## src/rtl/rst_pin_filter.sv

```systemverilog
module rst_pin_filter #(
  parameter int WIDTH_BITS = 8,
  parameter int LP_CYCLES  = 3
) (
  input  logic                  clk,
  input  logic                  rst_n,
  input  logic                  pin_n,
  input  logic                  lp_mode,
  input  logic                  lp_filt_en,
  input  logic                  rst_filt_en,
  input  logic [WIDTH_BITS-1:0] filt_width,
  output logic                  rst_req
);
  localparam int LPW = (LP_CYCLES > 1) ? $clog2(LP_CYCLES) : 1;
  localparam logic [LPW-1:0] LP_LAST = LPW'(LP_CYCLES - 1);

  logic [1:0]            sync_q;
  logic                  pin_s;
  logic                  lp_q;
  logic [LPW-1:0]        lp_cnt;
  logic                  lp_out;
  logic                  rf_active;
  logic                  rf_q;
  logic [WIDTH_BITS-1:0] rf_cnt;

  always_ff @(posedge clk or negedge rst_n)
    if (!rst_n) sync_q <= 2'b11;
    else        sync_q <= {sync_q[0], pin_n};

  assign pin_s = sync_q[1];

  always_ff @(posedge clk or negedge rst_n)
    if (!rst_n) begin
      lp_q   <= 1'b1;
      lp_cnt <= '0;
    end else if (!lp_filt_en || pin_s == lp_q || lp_cnt == LP_LAST) begin
      lp_q   <= pin_s;
      lp_cnt <= '0;
    end else begin
      lp_cnt <= lp_cnt + LPW'(1);
    end

  assign lp_out    = lp_filt_en ? lp_q : pin_s;
  assign rf_active = rst_filt_en & ~lp_mode;

  always_ff @(posedge clk or negedge rst_n)
    if (!rst_n) begin
      rf_q   <= 1'b1;
      rf_cnt <= '0;
    end else if (!rf_active || lp_out == rf_q || rf_cnt == filt_width) begin
      rf_q   <= lp_out;
      rf_cnt <= '0;
    end else begin
      rf_cnt <= rf_cnt + WIDTH_BITS'(1);
    end

  assign rst_req = ~(rf_active ? rf_q : lp_out);
endmodule

```

## config.mk

```make
export PLATFORM = sky130hd
export DESIGN_NAME = rst_pin_filter
export DESIGN_NICKNAME = d
export VERILOG_FILES = /design/src/rtl/rst_pin_filter.sv
export SDC_FILE = /design/constraint.sdc
export NUM_CORES = 1
export LEC_CHECK = 0
export ABC_AREA = 1
export BUFFER_PORTS_ARGS = -buffer_cell sky130_fd_sc_hd__buf_2
export CAP_MARGIN = 10
export CORE_MARGIN = 3
export CORE_UTILIZATION = 37
export CTS_CLUSTER_SIZE = 14
export DETAILED_ROUTE_END_ITERATION = 12
export PLACE_DENSITY = 0.55
export SYNTH_ARGS = -nofsm -noshare
export SYNTH_HDL_FRONTEND = slang
export SYNTH_SLANG_ARGS = --single-unit
```

## constraint.sdc

```tcl
create_clock -name clk -period 2 [get_ports clk]
set_input_delay 0.2 -clock clk [delete_from_list [all_inputs] [get_ports clk]]
set_output_delay 0.2 -clock clk [all_outputs]
set_load 0.05 [all_outputs]
```

Word-level counts from Yosys, hierarchy flattened. Cells that the tools add are included.

Reductions and logical operators: 6. Equal/unequal tests: 4. Muxes and demuxes: 4. Add/sub/neg operators: 2. Bitwise operators: 3.

Operators by type and width (count): adder 8 x 1 -> 8 bit (second input constant) (1); == test 8 bit (1); two-way mux 8 bit (1); logical OR 1 bit (4); adder 2 x 1 -> 2 bit (second input constant) (1); == test 1 bit (2); == test 2 bit (second input constant) (1); zero test 1 bit (2); two-way mux 1 bit (2); two-way mux 2 bit (1); NOT 1 bit (2); bitwise AND 1 bit (1).

Logic and storage cells: 24. Register bits after elaboration: 14.

Depth between registers and ports, before layout. Gate-level depths: netlist (run 1).

Depth after elaboration: 6. Mapped depth: 9. Mapped depth without buffers: 9.

Worst setup path before layout (run 1). Ideal clock, no wire load.

Kind: reg2out. Start: reg lp_q. End: out rst_req. Setup slack: 88 ps. Arrival: 1712 ps. Cell stages (with the launch flop): 5. Cell sequence: dfstp_2 -> nand2_1 -> and2_4 -> inv_2 -> o21ai_0.

Word-level cells in the longest chain between the ends: 3.

RTL lines: from (decl) (RTL line 19) `logic lp_q;`; from (signal assigned) (RTL line 37) `lp_q <= pin_s;`; two-way mux 1 bit (RTL line 43) `assign lp_out = lp_filt_en ? lp_q : pin_s;`; two-way mux 1 bit (RTL line 57) `assign rst_req = ~(rf_active ? rf_q : lp_out);`; NOT 1 bit (RTL line 57); to (decl) (RTL line 12) `output logic rst_req`.

No other way between the ends.

Worst setup path after layout (run 1). Same ends and word-level chain as after synthesis.

==> results of run 1 <==
==> cells by family (layout without fill, tap and decap cells) <==
kind of cell | after synthesis | in the layout | synth area share [%]
buffers and inverters | 16 | 36 | 7.18
and+or+nand+nor | 54 | 54 | 33.8
adders and majority gates | 2 | 2 | 2.99
AOI/OAI and AO/OA | 4 | 4 | 3.89
xor gates and xnor gates | 8 | 8 | 8.37
muxes | 1 | 1 | 1.35
DFF | 14 | 14 | 42.5
==> power by group through the flow <==
stage	clock (mW)	sequential (mW)	combinational (mW)
2_1_floorplan	0	0.318	0.0730
3_5_place_dp	0	0.320	0.103
5_1_grt	0.193	0.318	0.119
3_3_place_gp	0	0.320	0.102
4_1_cts	0.170	0.315	0.105
6_report	0.164	0.315	0.104
==> area by class of cell <==
class / instances / area [sq um] / share of cell area [%]
well taps: 27 / 33.8 / 3.42
flip-flops and latches: 14 / 355 / 36.0
repair buffers: 16 / 90.1 / 9.13
multi-input cells: 69 / 422 / 42.7
clock buffers: 4 / 26.3 / 2.66
inverters: 16 / 60.1 / 6.08
==> flip-flops by register name, indices dropped and copies added (netlist names) <==
| name | count |
|---|---|
| lp_q | 1 |
| rf_q | 1 |
| rf_cnt | 8 |
| lp_cnt | 2 |
| sync_q | 2 |
==> what timing repair did <==
action | CTS | global route
endpoints found under the setup margin | 0 | 0
endpoints found under the hold margin | 10 | 1
hold buffers | 1 | 1
==> layer usage <==
layer	part of all wire, %	up-vias
li1	-	339
met1	42	302
met2	51	10
met3	5.9	2
met4	0.76	0
met5	0	-
==> how the worst min path moves through the flow <==
| stage | depth (start not counted) | startpoint | to |
|---|---|---|---|
| 2_1_floorplan | 0 | rst_n | lp_cnt[0] |
| 5_1_grt | 6 | lp_mode | rf_q |
| 6_report | 6 | lp_mode | rf_q |
| 3_5_place_dp | 1 | rst_n | rf_cnt[0] |
| 4_1_cts | 1 | pin_n | sync_q[0] |
| 3_3_place_gp | 1 | rst_n | rf_cnt[1] |
==> worst max-delay path, delay by kind of cell, from the launching register on <==
family | cells | cell delay (ns)
flops | 1 | 0.55
buf+inv | 2 | 0.29
simple gates | 2 | 0.24
compound gates | 1 | 0.07
==> synthesized netlist by cell type <==
cell	count
nand2_2	5
and2_4	1
ha_1	2
nand2_4	2
a31oi_1	1
xor2_1	3
nor2_1	4
inv_2	2
dfstp_2	4
nand3_2	1
xnor2_1	5
mux2_2	1
dfrtp_1	10
nand2_1	24
inv_1	14
o21ai_0	2
nor3_2	1
nand4_1	1
nor2_2	11
nand3_1	4
a21oi_4	1
==> results.ini, run 1 <==
[layout]
fin_util_pct = 48.3
syn_to_final_growth_pct = 17.9
layout.cells.most_common = nand2_1
nFillCells = 211
final_cell_mix = 24 x nand2_1, 14 x inv_1, 14 x buf_2
instances_no_fill = 146
postLayoutCellArea_sq_um = 987
drive_gt1_share_pct = 38.7
diodes = 0
final_nets = 136

[sta]
worst_slack_ns = 0.389
fin_worst_skew_ns = 0.0161
grt_setup_unrepaired = false
fin_tns_setup_ns = 0
finalHoldViolations = 0
post-route-min-period_ns = 1.61
hold-worst-slack_ns = 0.275
setup_violations = 0
drv_slew = 0
tightest_slew_ns = 0.303
post-route-period-util_pct = 80.6
relSlewSlack_pct = 79.8
fmax_ghz = 0.621

[pwr]
swShare_pct = 27.2
power-per-cell-area_mw_per_mm2 = 590
p_sw_mw = 0.159
p_int_mw = 0.424
seq_power_share_pct = 54.1
peakVddDrop_mv = 0.507
p_total_mw = 0.582
power.leakage_nw = 0.464
p_clk_share_pct = 28.1
combPwrFrac_pct = 17.9

[grt]
grt_pass1_wl_mm = 2.37
grt.met2_usage_pct = 21.0
met3_usage_pct = 5.82
grt_use_total_pct = 11.6
grt-busiest-layer = met2
grt_max_degree = 15
antenna_found_initial = 0
use_met1_pct = 12.3
grt_overflow = 0
grt_pass1_vias = 614

[flow_run]
max-cap-violations = 0

[cts]
clock-sinks = 14
cts_tree = yes
cts_root_buf = clkbuf_4
clkTransAtPathRegs_ns = 0.09
clk_path_buf_depth = 2
post-cts-setup-buffer-count = 0
post_cts_resized = 0
h-tree-depth = 1
cts_buffers = 3
insertion_delay_ns = 0.28

[placed_design]
gp_congestion = 0.709
portBuffers = 14
place_area_sq_um = 941
dp_hpwl_mm = 1.06
pre_cts_ws_ns = 0.678
placed_cells = 140

[setup_path]
path_cells = nand2_1, and2_4, inv_2, o21ai_0, buf_2
endpoint_kind = primary output
rr_worst_depth = 6
startpoint = lp_q
r2r_end = rf_cnt[0]
critPathKind = flop to primary output
r2r_start = rf_q
worstPathArrival_ns = 1.41
slowest_delay_ns = 0.55
cp_max_fo = 3
endpoint = rst_req
cp_slowest_cell = dfstp_2
critical_path_required_ns = 1.80
reg2reg_setup_slack_ns = 0.75
critPathLaunchType = flop

[die]
pin_count = 15
dieArea_sq_mm = 0.00287
core_region_area_sq_mm = 0.00204
start_util_pct = 41.0
die_h_um = 53.6
dieWidth_um = 53.6
rows = 16

[logic_synthesis]
yosys.cell_types.count = 21
ys_seq_area_share_pct = 42.5
syn-num-nets = 115
synth_top_cell_area_share_pct = 29.9
post-synth-top-area-cell = dfrtp_1
syn-cell-area_sq_um = 837
synth_warnings = 0
synth.avg_cell_area_sq_um = 8.46
synth-seq-cells = 14
synth.top_cells.by_area = dfrtp_1 30%, dfstp_2 13%, nand2_1 11%
netlist_instances = 99

[route]
route.detailed.drc = 0
viasPerCell = 4.47
drt_first_iter_violations = 2
wire_per_inst_um = 9.00
dr.pass1.iters = 3
antenna_left = 0
vias = 653
wirelength_mm = 1.31

[hold_path]
hp-class = input pin to flop

[run_status]
status = complete, no violations

Note: power is estimated with default switching activity, not from simulation.
==> inputs of run 2 (changes only) <==
--- a/config.mk
+++ b/config.mk
@@ -12,7 +12,7 @@
 export CORE_UTILIZATION = 37
 export CTS_CLUSTER_SIZE = 14
 export DETAILED_ROUTE_END_ITERATION = 12
-export PLACE_DENSITY = 0.55
+export PLACE_DENSITY = 0.57
 export SYNTH_ARGS = -nofsm -noshare
 export SYNTH_HDL_FRONTEND = slang
 export SYNTH_SLANG_ARGS = --single-unit
==> constraint.sdc (replaced) <==
create_clock -name clk -period 1.36 [get_ports clk]
set_input_delay 0.136 -clock clk [delete_from_list [all_inputs] [get_ports clk]]
set_output_delay 0.136 -clock clk [all_outputs]
set_load 0.05 [all_outputs]
==> run 2 against run 1 <==
Against the previous run:
- the run now ends with negative setup slack left
- power up 63%
- utilization is 2.9 points higher
- count of clock-buffer cells in the layout is the same
- combinational power grew 77%
- sequential power grew 47%
- die area did not move
- first-iteration DRC count rose to 4.5 times the previous value
- critical path type unchanged
- largest cell class unchanged
==> results.ini, run 2 (same netlist as run 1, synthesis figures left out) <==
[sta]
worst_slack_ns = -0.0513  ; was 0.389 ns
setup_violations = 1  ; was 0
post-route-period-util_pct = 104
tightest_slew_ns = 0.303  ; about the same
hold-worst-slack_ns = 0.231  ; was 0.275 ns
fmax_ghz = 0.709
fin_worst_skew_ns = 0.000262  ; was 0.0161 ns
fin_tns_setup_ns = -0.0513  ; was 0 ns
relSlewSlack_pct = 79.8  ; about the same
grt_setup_unrepaired = true  ; was false
post-route-min-period_ns = 1.41
drv_slew = 0  ; unchanged
finalHoldViolations = 0  ; unchanged

[route]
wirelength_mm = 1.48  ; was 1.31 mm
viasPerCell = 4.45  ; was 4.47
drt_first_iter_violations = 9  ; was 2
wire_per_inst_um = 9.85  ; was 9.00 um
antenna_left = 0  ; unchanged
route.detailed.drc = 0  ; unchanged
vias = 668  ; was 653
dr.pass1.iters = 4  ; was 3

[grt]
antenna_found_initial = 0  ; unchanged
grt_overflow = 0  ; unchanged
grt_pass1_wl_mm = 2.57  ; was 2.37 mm
grt_pass1_vias = 680  ; was 614
grt_use_total_pct = 12.4  ; was 11.6%
grt_max_degree = 15  ; unchanged

[layout]
drive_gt1_share_pct = 43.1  ; was 38.7%
top_regs = rf_cnt x8, lp_cnt x2, sync_q x2  ; unchanged
multiInputGateArea_sq_um = 433  ; was 422 sq um
final_cell_mix = 23 x nand2_1, 14 x inv_1, 13 x buf_2  ; was 24 x nand2_1, 14 x inv_1, 14 x buf_2
largest_reg_flops = 8  ; unchanged
syn_to_final_growth_pct = 25.1  ; was 17.9%
regArea_sq_um = 355  ; unchanged
largest_register = rf_cnt  ; unchanged
final_nets = 140  ; was 136
diodes = 0  ; unchanged
nFillCells = 213  ; was 211
layout.cells.most_common = nand2_1  ; unchanged

[pwr]
power-per-cell-area_mw_per_mm2 = 907  ; was 590 mW/mm^2
power.leakage_nw = 0.494  ; was 0.464 nW
p_sw_mw = 0.259  ; was 0.159 mW
peakVddDrop_mv = 0.639  ; was 0.507 mV
combPwrFrac_pct = 19.4  ; was 17.9%
seq_power_share_pct = 48.6  ; was 54.1%
p_clk_share_pct = 32.0  ; was 28.1%
swShare_pct = 27.2  ; about the same
p_int_mw = 0.691  ; was 0.424 mW

[setup_path]
endpoint_kind = primary output  ; unchanged
r2r_start = lp_q  ; was rf_q
critPathKind = flop to primary output  ; unchanged
startpoint = sync_q[1]  ; was lp_q
critical_path_required_ns = 1.22  ; was 1.80 ns
critPathLaunchType = flop  ; unchanged
worstPathArrival_ns = 1.28  ; was 1.41 ns
cp_max_fo = 2  ; was 3
rr_worst_depth = 8  ; was 6

[run_status]
status = complete, but fails checks  ; was complete, no violations
violations = negative setup slack

[cts]
clk_path_buf_depth = 2  ; unchanged
clkTransAtPathRegs_ns = 0.09  ; about the same
h-tree-depth = 1  ; unchanged
cts_buffers = 3  ; unchanged
cts_tree = yes  ; unchanged
clock-sinks = 14  ; unchanged
cts_root_buf = clkbuf_4  ; unchanged
insertion_delay_ns = 0.28  ; about the same

[hold_path]
min_from = lp_mode  ; unchanged
hold_depth = 6  ; unchanged
hp-class = input pin to flop  ; unchanged

[die]
core_region_area_sq_mm = 0.00204  ; unchanged
die_h_um = 53.6  ; unchanged
dieWidth_um = 53.6  ; unchanged
start_util_pct = 41.0  ; unchanged
pin_count = 15  ; unchanged
rows = 16  ; unchanged
dieArea_sq_mm = 0.00287  ; unchanged

[placed_design]
portBuffers = 14  ; unchanged
gp_congestion = 0.759  ; was 0.709
dp_hpwl_mm = 1.07  ; was 1.06 mm

[flow_run]
max-cap-violations = 0  ; unchanged

-- run 2: area by class of cell --
cell class,instances,area share [%]
Clock buffer,4,3.46
Inverter,16,5.97
Multi-Input combinational cell,69,41.3
Sequential cell,14,33.9
Tap cell,27,3.23
Timing Repair Buffer,20,12.1
-- run 2: path summary, 6_finish.rpt --
kind                                   to  slack [ns]
worst max-delay path              rst_req       -0.05
worst min-delay path                 rf_q        0.23
worst max register to register       rf_q        0.04
worst min register to register  sync_q[1]        0.36
max in group asynchronous            rf_q        0.82
min in group asynchronous       rf_cnt[0]        0.26
-- run 2: metal layers --
layer | global-route usage (%) | up-vias | share of wire [%]
li1 | - | 348 | -
met1 | 13.5 | 307 | 44
met2 | 23.9 | 11 | 51
met3 | 1.66 | 2 | 3.9
met4 | 5.11 | 0 | 0.41
met5 | 0 | - | 0
-- run 2: worst max-delay path, cell delays in order (launching register included) --
cell,delay (ns)
dfstp_2,0.55
nand2_2,0.06
and2_4,0.14
inv_4,0.05
o21ai_2,0.05
buf_6,0.15
-- run 2: what timing repair did --
item,4_1_cts,5_1_grt
setup endpoints to repair,1,9
pin swaps,1,4
resized for setup,4,1
gates cloned,0,0
hold endpoints to repair,11,0
hold buffers,2,0
buffers inserted,4,0
-- run 2: power by group through the flow --
| stage | clock network [mW] | logic, mW | registers (mW) |
|---|---|---|---|
| detailed placement | 0 | 0.155 | 0.472 |
| global placement | 0 | 0.152 | 0.470 |
| floorplan | 0 | 0.110 | 0.468 |
| global route | 0.328 | 0.207 | 0.467 |
| CTS | 0.314 | 0.187 | 0.462 |
| finish | 0.304 | 0.184 | 0.462 |
-- run 2: per-stage QoR --
stage	setup WS, ns	power (mW)	std cells	area, sq um	utilization [%]
3_3_place_gp	0.121	0.622	140	945	46.3
4_1_cts	-0.0620	0.963	150	1040	51.0
3_5_place_dp	0.105	0.627	140	945	46.3
2_1_floorplan	0.157	0.578	99	841	-
5_1_grt	-0.106	1.00	150	1050	51.3
6_report	-0.0513	0.950	150	1050	51.3
==> inputs of run 3 (changes only) <==
--- a/config.mk
+++ b/config.mk
@@ -5,14 +5,14 @@
 export SDC_FILE = /design/constraint.sdc
 export NUM_CORES = 1
 export LEC_CHECK = 0
-export ABC_AREA = 1
+export ABC_AREA = 0
 export BUFFER_PORTS_ARGS = -buffer_cell sky130_fd_sc_hd__buf_2
 export CAP_MARGIN = 10
-export CORE_MARGIN = 3
+export CORE_MARGIN = 2
 export CORE_UTILIZATION = 37
 export CTS_CLUSTER_SIZE = 14
 export DETAILED_ROUTE_END_ITERATION = 12
-export PLACE_DENSITY = 0.57
+export PLACE_DENSITY = 0.58
 export SYNTH_ARGS = -nofsm -noshare
 export SYNTH_HDL_FRONTEND = slang
 export SYNTH_SLANG_ARGS = --single-unit
==> run 3 against run 2 <==
Against the previous run:
- count of clock-buffer cells in the layout did not move
- non-clock buffer count rose by 10
- the flow still finishes with violations (negative setup slack)
- utilization rose by 7.0 points
- critical path depth did not move
- final cell count fell by 21%
- global-route usage rose by 2.3 points
- sequential power barely moved
- register-to-register slack got worse by 0.23 ns
- clock skew rose by 0.0037 ns
- combinational power rose by 11%
==> results.ini, run 3 <==
[sta]
finalHoldViolations = 0  ; unchanged
fin_worst_skew_ns = 0.00397  ; was 0.000262 ns
relSlewSlack_pct = 79.2  ; was 79.8%
grt_setup_unrepaired = true  ; unchanged
post-route-period-util_pct = 114  ; was 104%
tightest_slew_ns = 0.312  ; was 0.303 ns
fin_tns_setup_ns = -1.25  ; was -0.0513 ns
post-route-min-period_ns = 1.55  ; was 1.41 ns
fmax_ghz = 0.647  ; was 0.709 GHz
setup_violations = 10  ; was 1
drv_slew = 0  ; unchanged
worst_slack_ns = -0.186  ; was -0.0513 ns

[logic_synthesis]
ys.flop_type = dfrtp_1  ; unchanged
synth.top_cells.by_count = 13 x xor2_1, 10 x dfrtp_1, 10 x nor2_1, 4 x dfstp_2, 4 x nand3_1  ; was 24 x nand2_1, 14 x inv_1, 11 x nor2_2, 10 x dfrtp_1
post-synth-top-area-cell = dfrtp_1  ; unchanged
syn-num-nets = 77  ; was 115
yosys.cell_types.count = 17  ; was 21
synth.avg_cell_area_sq_um = 11.5  ; was 8.46 sq um
synth-seq-cells = 14  ; unchanged
syn-cell-area_sq_um = 702  ; was 837 sq um
async_flop_share_pct = 100  ; unchanged
synth_top_cell_area_share_pct = 35.7  ; was 29.9%
synth_most_common_cell = xor2_1  ; was nand2_1
synth_edf_count = 0  ; unchanged
synth_warnings = 0  ; unchanged
ys_seq_area_share_pct = 50.6  ; was 42.5%
netlist_instances = 61  ; was 99
synth.top_cells.by_area = dfrtp_1 36%, xor2_1 16%, dfstp_2 15%  ; was dfrtp_1 30%, dfstp_2 13%, nand2_1 11%

[setup_path]
path_cells = mux2_4, buf_4, xnor2_1, a211o_1, mux2_4  ; was nand2_2, and2_4, inv_4, o21ai_2, buf_6
worstPathArrival_ns = 1.76  ; was 1.28 ns
cp_slowest_cell = dfstp_2  ; unchanged
cp_max_fo = 2  ; unchanged
slowest_delay_ns = 0.38  ; was 0.55 ns
critPathKind = flop to flop  ; was flop to primary output
critPathLaunchType = flop  ; unchanged
endpoint_kind = flop  ; was primary output
rr_worst_depth = 5  ; was 8
critPathTopFamily = multiplexers  ; was flip-flops
worstSetupPathDepth = 5  ; unchanged
crit_top_cell = mux2_4
cp_num_buf_inv = 1  ; was 2
critical_path_required_ns = 1.57  ; was 1.22 ns

[route]
wirelength_mm = 1.25  ; was 1.48 mm
viasPerCell = 4.39  ; was 4.45
wire_per_inst_um = 10.5  ; was 9.85 um
antenna_left = 0  ; unchanged
drt_first_iter_violations = 2  ; was 9
route.detailed.drc = 0  ; unchanged
dr.pass1.iters = 4  ; unchanged
vias = 522  ; was 668

[placed_design]
gp_congestion = 0.710  ; was 0.759
dp_hpwl_um = 900  ; was 1.07 mm
portBuffers = 14  ; unchanged

[layout]
nFillCells = 163  ; was 213
top_regs = rf_cnt x8, lp_cnt x2, sync_q x2  ; unchanged
largest_reg_flops = 8  ; unchanged
largest_register = rf_cnt  ; unchanged
diodes = 0  ; unchanged
syn_to_final_growth_pct = 46.5  ; was 25.1%
final_nets = 111  ; was 140
drive_gt1_share_pct = 51.1  ; was 43.1%
final_cell_mix = 13 x xor2_1, 13 x buf_2, 12 x buf_4  ; was 23 x nand2_1, 14 x inv_1, 13 x buf_2

[grt]
grt_max_degree = 15  ; unchanged
grt_pass1_vias = 545  ; was 680
antenna_found_initial = 0  ; unchanged
grt_use_total_pct = 14.8  ; was 12.4%
grt_pass1_wl_mm = 2.24  ; was 2.57 mm
grt_overflow = 0  ; unchanged

[cts]
cts_tree = yes  ; unchanged
cts_root_buf = clkbuf_4  ; unchanged
insertion_delay_ns = 0.28  ; about the same
h-tree-depth = 1  ; unchanged
clk_path_buf_depth = 2  ; unchanged
clkTransAtPathRegs_ns = 0.09  ; about the same
cts_buffers = 3  ; unchanged
clock-sinks = 14  ; unchanged

[pwr]
power-per-cell-area_mw_per_mm2 = 943  ; was 907 mW/mm^2
peakVddDrop_mv = 0.620  ; was 0.639 mV
power.leakage_nw = 0.494  ; about the same
p_total_mw = 0.969  ; was 0.950 mW

[flow_run]
max-cap-violations = 0  ; unchanged

[run_status]
violations = negative setup slack  ; unchanged
status = complete, but fails checks  ; unchanged

[die]
core_region_area_sq_mm = 0.00176  ; was 0.00204 sq mm
pin_count = 15  ; unchanged
dieArea_sq_mm = 0.00226  ; was 0.00287 sq mm
die_h_um = 47.6  ; was 53.6 um
rows = 15  ; was 16
start_util_pct = 39.8  ; was 41.0%
dieWidth_um = 47.6  ; was 53.6 um

[hold_path]
hp-class = input pin to asynchronous set/reset pin  ; was input pin to flop

-- run 3: path summary, 6_finish.rpt --
kind	start	end	slack (ns)
max	sync_q[1]	rf_q	-0.19
min	rst_n	rf_cnt[0]	0.26
max reg2reg	sync_q[1]	rf_q	-0.19
min reg2reg	sync_q[0]	sync_q[1]	0.36
max in group asynchronous	rst_n	lp_q	0.80
min in group clk	lp_filt_en	lp_q	0.31
-- run 3: what timing repair did --
item | CTS | global route
setup buffers | 1 | 1
endpoints found under the hold margin | 11 | 0
gates resized for setup | 9 | 10
hold buffers | 2 | 0
setup endpoints to repair | 10 | 10
pin swaps | 7 | 1
-- run 3: logic make-up (layout without fill, tap and decap cells) --
family	Yosys count	after routing	share of synthesized area (%)
AOI/OAI and AO/OA	1	1	1.25
xor gates and xnor gates	16	16	20.0
adders and majority gates	2	2	3.56
buffers and inverters	3	36	2.67
DFF	14	14	50.6
muxes	4	4	7.31
and+or+nand+nor	21	21	14.6
-- run 3: area by class of cell --
class	count	area, sq um	share of cell area [%]
multi-input combinational	44	385	37.5
clock buffer	4	36.3	3.53
inverter	2	7.51	0.730
timing repair buffer	30	213	20.7
sequential	14	355	34.5
tap	25	31.3	3.04
-- run 3: report_power, final --
part	switching [mW]	total (mW)	internal, mW
sequential	0.0138	0.461	0.447
clock	0.141	0.304	0.163
combinational	0.0969	0.205	0.108
-- run 3: worst register-to-register path: stages, from the launching register on --
cell and delay (ns):
dfstp_2 0.38, mux2_4 0.27, buf_4 0.14, xnor2_1 0.11, a211o_1 0.28, mux2_4 0.31
-- run 3: per-stage QoR --
stage                     worst slack, ns  util [%]  cell area, sq um  instances  hold slack, ns
final                              -0.186      58.3              1030        119           0.265
after global routing               -0.230      58.3              1030        119           0.282
after CTS                          -0.162      55.5               980        118           0.277
after detailed placement           -0.169      50.2               886        111          0.0508
after global placement             -0.178      50.2               886        111          0.0498
after floorplan                    -0.119         -               706         61          -0.160
-- run 3: per-layer routing --
layer  wire length, um  GRT usage, %  vias up  share of wire (%)
li1                  -             -      268                  -
met1               580          18.8      242                 46
met2               614          23.2       10                 49
met3                44          3.40        2                3.5
met4                12          8.11        0               0.96
met5                 0             0        -                  0
